[config.mk]
export PLATFORM = sky130hd
export DESIGN_NAME = gpio_bank_regs
export DESIGN_NICKNAME = d
export VERILOG_FILES = /design/src/rtl/gpio_bank_pkg.sv /design/src/rtl/gpio_in_sync.sv /design/src/rtl/gpio_out_ctrl.sv /design/src/rtl/gpio_alt_sel.sv /design/src/rtl/gpio_bank_regs.sv
export SDC_FILE = /design/constraint.sdc
export NUM_CORES = 1
export LEC_CHECK = 0
export BUFFER_PORTS_ARGS = -buffer_cell sky130_fd_sc_hd__buf_2
export CELL_PAD_IN_SITES_DETAIL_PLACEMENT = 0
export CELL_PAD_IN_SITES_GLOBAL_PLACEMENT = 1
export CORE_MARGIN = 5
export CORE_UTILIZATION = 30
export CTS_CLUSTER_DIAMETER = 100
export CTS_CLUSTER_SIZE = 16
export DETAILED_ROUTE_END_ITERATION = 12
export GPL_ROUTABILITY_DRIVEN = 0
export HOLD_SLACK_MARGIN = 0.03
export PLACE_DENSITY = 0.63
export SYNTH_ARGS = -nofsm -noshare
export SYNTH_HDL_FRONTEND = slang
export SYNTH_HIERARCHICAL = 1
export SYNTH_SLANG_ARGS = --single-unit
[constraint.sdc]
create_clock -name clk -period 3.4 [get_ports clk]
set_input_delay 1.02 -clock clk [delete_from_list [all_inputs] [get_ports clk]]
set_output_delay 1.02 -clock clk [all_outputs]
set_load 0.01 [all_outputs]
[src/rtl/gpio_bank_pkg.sv]
package gpio_bank_pkg;

    localparam int BANK_W       = 32;
    localparam int CODE_W       = 2;
    localparam int PINS_PER_SEL = 16;
    localparam int SEL_W        = BANK_W * CODE_W;
    localparam int ADDR_W       = 4;

    typedef enum logic [ADDR_W-1:0] {
        REG_LEVEL  = 4'h0,
        REG_DIR    = 4'h1,
        REG_SET    = 4'h2,
        REG_CLR    = 4'h3,
        REG_ALT_LO = 4'h4,
        REG_ALT_HI = 4'h5
    } reg_sel_e;

    typedef struct packed {
        logic set_hit;
        logic clr_hit;
        logic dir_hit;
        logic alt_lo_hit;
        logic alt_hi_hit;
    } wr_dec_t;

    function automatic logic [BANK_W-1:0] pin_mask(input int n);
        logic [BANK_W-1:0] m;
        for (int i = 0; i < BANK_W; i++) m[i] = (i < n);
        return m;
    endfunction

    function automatic logic [SEL_W-1:0] code_mask(input int n);
        logic [SEL_W-1:0] m;
        for (int i = 0; i < SEL_W; i++) m[i] = (i < CODE_W * n);
        return m;
    endfunction

    function automatic wr_dec_t decode_wr(input logic wr, input logic [ADDR_W-1:0] addr);
        wr_dec_t d;
        d.set_hit    = wr && (addr == REG_SET);
        d.clr_hit    = wr && (addr == REG_CLR);
        d.dir_hit    = wr && (addr == REG_DIR);
        d.alt_lo_hit = wr && (addr == REG_ALT_LO);
        d.alt_hi_hit = wr && (addr == REG_ALT_HI);
        return d;
    endfunction

endpackage

[src/rtl/gpio_in_sync.sv]
module gpio_in_sync #(
    parameter int WIDTH = 32
) (
    input  logic             clk,
    input  logic [WIDTH-1:0] async_in,
    output logic [WIDTH-1:0] sync_out
);
    logic [WIDTH-1:0] stage1_q;
    logic [WIDTH-1:0] stage2_q;

    // Synchronizer flops carry no reset; they track the pins in every cycle.
    always_ff @(posedge clk) begin
        stage1_q <= async_in;
        stage2_q <= stage1_q;
    end

    assign sync_out = stage2_q;
endmodule

[src/rtl/gpio_out_ctrl.sv]
module gpio_out_ctrl
    import gpio_bank_pkg::*;
#(
    parameter int NUM_PINS = 32
) (
    input  logic              clk,
    input  logic              rst,
    input  wr_dec_t           dec,
    input  logic [BANK_W-1:0] wdata,
    output logic [BANK_W-1:0] out_q,
    output logic [BANK_W-1:0] dir_q
);
    localparam logic [BANK_W-1:0] IMPL = pin_mask(NUM_PINS);

    logic [BANK_W-1:0] set_bits;
    logic [BANK_W-1:0] clr_bits;

    always_comb begin
        set_bits = dec.set_hit ? (wdata & IMPL) : '0;
        clr_bits = dec.clr_hit ? (wdata & IMPL) : '0;
    end

    always_ff @(posedge clk) begin
        if (rst) begin
            out_q <= '0;
            dir_q <= '0;
        end else begin
            // Clear wins over set should both ever hit the same bit.
            out_q <= (out_q | set_bits) & ~clr_bits;
            if (dec.dir_hit) dir_q <= wdata & IMPL;
        end
    end
endmodule

[src/rtl/gpio_alt_sel.sv]
module gpio_alt_sel
    import gpio_bank_pkg::*;
#(
    parameter int NUM_PINS = 32
) (
    input  logic              clk,
    input  logic              rst,
    input  wr_dec_t           dec,
    input  logic [BANK_W-1:0] wdata,
    output logic [SEL_W-1:0]  codes
);
    for (genvar p = 0; p < BANK_W; p++) begin : g_pin
        localparam int LANE = CODE_W * (p % PINS_PER_SEL);
        if (p < NUM_PINS) begin : g_impl
            logic [CODE_W-1:0] code_q;
            logic              hit;
            assign hit = (p < PINS_PER_SEL) ? dec.alt_lo_hit : dec.alt_hi_hit;
            always_ff @(posedge clk) begin
                if (rst)      code_q <= '0;
                else if (hit) code_q <= wdata[LANE +: CODE_W];
            end
            assign codes[CODE_W*p +: CODE_W] = code_q;
        end else begin : g_absent
            assign codes[CODE_W*p +: CODE_W] = '0;
        end
    end
endmodule

[src/rtl/gpio_bank_regs.sv]
module gpio_bank_regs
    import gpio_bank_pkg::*;
#(
    parameter int NUM_PINS = 32
) (
    input  logic              clk,
    input  logic              rst,
    input  logic [ADDR_W-1:0] bus_addr,
    input  logic              bus_wr,
    input  logic [BANK_W-1:0] bus_wdata,
    output logic [BANK_W-1:0] bus_rdata,
    input  logic [BANK_W-1:0] pad_in,
    output logic [BANK_W-1:0] pad_oe,
    output logic [BANK_W-1:0] pad_out,
    output logic [SEL_W-1:0]  alt_sel
);
    localparam logic [BANK_W-1:0] IMPL = pin_mask(NUM_PINS);

    wr_dec_t           dec;
    logic [BANK_W-1:0] level;
    logic [BANK_W-1:0] out_q;
    logic [BANK_W-1:0] dir_q;
    logic [SEL_W-1:0]  codes;

    assign dec = decode_wr(bus_wr, bus_addr);

    gpio_in_sync #(.WIDTH(BANK_W)) u_sync (
        .clk(clk), .async_in(pad_in), .sync_out(level)
    );

    gpio_out_ctrl #(.NUM_PINS(NUM_PINS)) u_out (
        .clk(clk), .rst(rst), .dec(dec), .wdata(bus_wdata),
        .out_q(out_q), .dir_q(dir_q)
    );

    gpio_alt_sel #(.NUM_PINS(NUM_PINS)) u_alt (
        .clk(clk), .rst(rst), .dec(dec), .wdata(bus_wdata), .codes(codes)
    );

    always_comb begin
        case (bus_addr)
            REG_LEVEL:  bus_rdata = level & IMPL;
            REG_DIR:    bus_rdata = dir_q;
            REG_ALT_LO: bus_rdata = codes[BANK_W-1:0];
            REG_ALT_HI: bus_rdata = codes[SEL_W-1:BANK_W];
            default:    bus_rdata = '0;
        endcase
    end

    assign pad_oe  = dir_q;
    assign pad_out = out_q;
    assign alt_sel = codes;
endmodule

# Yosys cells after proc, flatten, opt, wreduce, memory -nomap -nowiden
# Cells that the tools add are included.
# Widths: inputs -> output; s select.
# totals
input_bits	71
register_bits	192
# classes
eq_ne	5
bitwise_logic	3
muxes	3
reduce_logical	6
# op_table
operator	n
$pmux 32 s4	1
$mux 32	2
$and 32x32->32	1
$not 32->32	1
$or 32x32->32	1
$eq 4x2->1 const B	2
$eq 4x3->1 const B	2
$logic_and 1x1->1	5
$eq 4x1->1 const B	1
$logic_not 4->1	1

# Depth between registers and ports, before layout
# depth
depth_word	5
depth_mapped	9
depth_no_buf	4

# Hierarchy
# Netlist, hierarchy kept.
# by_module_without_submodules
mod	cells_each	seq_area_each_um2	n_inst	area_per_inst_um2
gpio_out_ctrl	209	1281.2	1	2471.1
gpio_alt_sel	207	1281.2	1	2337.2
gpio_in_sync	64	1281.2	1	1281.2
gpio_bank_regs	121	0.0	1	1016.0

# Worst setup path after synthesis
# Ideal clock, no wire load.
# synth_timing
path_kind	input -> output
start	input port bus_addr[1]
end	output port bus_rdata[1]
path_stages	4
arrival_ns	1.911
required_time_ns	2.380
n_path_buf	2
path_slack_ns	0.469
cell_sequence	or3b_1 buf_6 buf_8 o22ai_1
# synth_via
elab_chain_cells	2
word_cells_on_any_way	5
cone_classes	eq/ne (3); mux (1); reduce/logical (1)
# synth_rtl
item	line_no	rtl
from (decl)	gpio_bank_regs.sv:8	input logic [ADDR_W-1:0] bus_addr,
$eq 4x3->1, or another cell as far along	gpio_bank_regs.sv:41	case (bus_addr)
$pmux 32 s4 *	gpio_bank_regs.sv:41	
to (decl)	gpio_bank_regs.sv:11	output logic [BANK_W-1:0] bus_rdata,
# Every way passes the cells marked *; elsewhere a longest branch is shown, timed or not.

# Final worst setup path
# layout_timing
start	input port bus_addr[1]
end	output port bus_rdata[22]
# The elaborated chain is that of the path after synthesis.

==> results.md <==
* Worst path bufs/invs at 3
* I/O pin count at 231
* Pwr dens at 505 nW/um2
* CP Capture Type: output pin
* Longest Clk Path Bufs at 2
* Clock skew at 0.00516 ns
* RSZ-0062 raised after global routing: false
* Post-CTS Setup Inserts at 0
* Clock latency on the worst-skew pair at 0.43 ns
* Grt ovf at 0
* Arr. time, crit path at 2.20 ns
* Dpl ws at 0.201 ns
* Resized cells post-CTS at 0
* Synth Net Count at 672
* Port Buf Inserts at 230
* Fmax at 311 MHz
* Leakage power at 3.94 nW
* Sinks on Clock Net at 192
* Number of remaining DRC errors at 0
* Max Cap Viol at 0
* Vias per Instance at 4.49
* Hold_buf cts at 0
* Pre-antenna DRT Iters at 4
* Routed Wire Length at 20600 um
* Area of placed instances at 8540 um2
* Die Span X at 164 um
* FF-to-FF setup slack at 2.72 ns
* Root buf cell: clkbuf_16
* Yosys cell types at 20
* Placed cells at 1124
* Worst Reg-to-Reg Cells at 2
* CP required at 2.38 ns
* Final setup margin at 0.181 ns
* Syn Area/Cell at 11.8 um2
* Sequential fraction of the synthesis area at 0.541
* Crit path cell chain: buf_2, or3_2, buf_4, o22ai_1, buf_2
* # H-tree levels at 4
* Total GRT Usage at 0.153
* CP Class: input port to output pin
* Largest net degree at the start of global routing at 60
* Slew headroom at 0.581
* Antenna Nets Post-Route at 0
* VDD IR max at 0.000263 V
* Worst slew pin tran at 0.629 ns
* Layout Cells excl Fill at 1156
* Synthesized cell area at 7110 um2
* Final Hold Vio Count at 0
* Status: finished, final reports clean
* Fin crit period at 3.22 ns
* FF+latch count, synth at 192
* Crit-path max FO at 21
* Crit path max-delay family: buffers and inverters
* Hold endpoint: u_sync/sync_out[29]
* Critical path's largest stage delay at 0.48 ns
* Pwr Total at 4.60 mW
* Nets at 895
* Startpoint types: input port
* CP max stage cell: or3_2
* Final Setup Violations at 0
* Clock transition at path regs at 0.07 ns
* DR vias at 5185
* Worst r2r dst: u_out/dir_q[22]
* Vias in the first global route at 5225
* Syn-to-layout area delta at 28.4%
* Gate count after technology mapping at 601
* Initial antenna violation count at 2
* Post-route design area at 9120 um2
* Initial cell density of the core at 0.304
* Setup tns final at 0 ns
* Tcrit/Tclk final at 0.947
* Initial drt markers at 196
* Core area at 23400 um2
* Worst hold path depth at 0
* Rows at 56
* DIE AREA at 26900 um2
* Worst Hold Launch: u_sync/stage1_q[29]
* CP most frequent cell: buf_2
* Worst min path class: flop to flop
* Final Max Slew Viols at 0
* DP Wirelength at 14100 um
* CTS buffer count at 17
* CTS tree: done
* Critical R2R Launch: u_out/dir_q[22]
* Synth warn at 6
* Die H at 164 um
* Drt wl/cell at 17.8 um
* First-pass GRT wire length at 31800 um
* Layout cells sized above 1 at 0.407
-- power breakdown --
| part | leakage [nW] | switching (mW) | internal, mW |
|---|---|---|---|
| clock | 0.285 | 0.917 | 1.06 |
| combinational | 2.08 | 0.176 | 0.123 |
| sequential | 1.57 | 0.0241 | 2.31 |
-- layer usage --
metal	part of all wire	up-vias	global-route usage
met3	0.054	16	0.0364
li1	-	2574	-
met4	0.012	2	0.0465
met5	0.00063	-	0
met1	0.46	2451	0.201
met2	0.47	142	0.251
-- cell usage after synthesis --
cell      instances  share of area
a211oi_1          2         0.0021
a211oi_2         30          0.053
a21oi_1          12         0.0085
a21oi_2          20          0.025
buf_12            6          0.017
buf_2            16          0.011
buf_4             6         0.0063
buf_6             9          0.014
buf_8             3         0.0063
clkbuf_1          8         0.0042
dfxtp_1         192           0.54
mux2i_1         160           0.23
nand2_1           2         0.0011
nor2_1           98          0.052
nor3b_1           1         0.0011
nor4_1            1        0.00088
nor4b_1           1         0.0012
o22ai_1          32          0.028
or3_1             1        0.00088
or3b_1            1         0.0012
-- registers in the layout, indices dropped and copies added, names as in the netlist --
signal,cells
u_alt/g_pin.g_impl.code_q,64
u_out/dir_q,32
u_out/out_q,32
u_sync/stage1_q,32
u_sync/sync_out,32
-- placed cells by master, fill, tap and decap left out --
cell	instances
inv_8	4
clkbuf_16	17
clkinvlp_4	1
dfxtp_1	192
nand2_1	2
diode_2	1
nor2_1	96
or3_2	1
a21oi_1	12
a21oi_2	20
a211oi_2	30
nor4b_2	1
buf_12	8
nor4_2	1
a211oi_1	2
nor3b_2	1
bufinv_16	1
clkbuf_8	1
mux2i_1	160
inv_6	2
nor2_4	2
or3b_2	1
buf_4	16
buf_2	228
o22ai_1	32
clkinv_4	5
-- final cells by class --
type | instances | area (um2)
fillers | 2401 | 14300
flip-flops and latches | 192 | 3840
multi-input cells | 361 | 2870
repair buffers | 252 | 1420
clock buffers | 18 | 439
well taps | 319 | 399
clock inverters | 13 | 144
diodes | 1 | 2.50
-- worst max path at each step --
stage                            from       endpoint  slack (ns)  cells past startpoint
final                     bus_addr[1]  bus_rdata[22]        0.18                      5
after detailed placement  bus_addr[2]   bus_rdata[9]        0.20                      5
after floorplan           bus_addr[1]   bus_rdata[1]        0.47                      4
after global routing      bus_addr[1]  bus_rdata[31]        0.11                      5
after CTS                 bus_addr[1]  bus_rdata[22]        0.20                      5
after global placement    bus_addr[1]  bus_rdata[23]        0.21                      5
-- cell families (layout without fill, tap and decap cells) --
family / after synthesis / count (layout) / share of synthesized area
DFF: 192 / 192 / 0.541
muxes: 160 / 160 / 0.225
and+or+nand+nor: 105 / 105 / 0.0581
AOI/OAI and AO/OA: 96 / 96 / 0.116
buffers and inverters: 48 / 283 / 0.0593
other: 0 / 1 / 0
-- through the flow --
step / hold WS (ns) / util
after global routing: 0.335 / 0.390
after detailed placement: 0.312 / 0.365
after CTS: 0.326 / 0.390
after floorplan: 0.310 / -
final: 0.326 / 0.390
after global placement: 0.310 / 0.365
(Power assumes the default switching activity.)
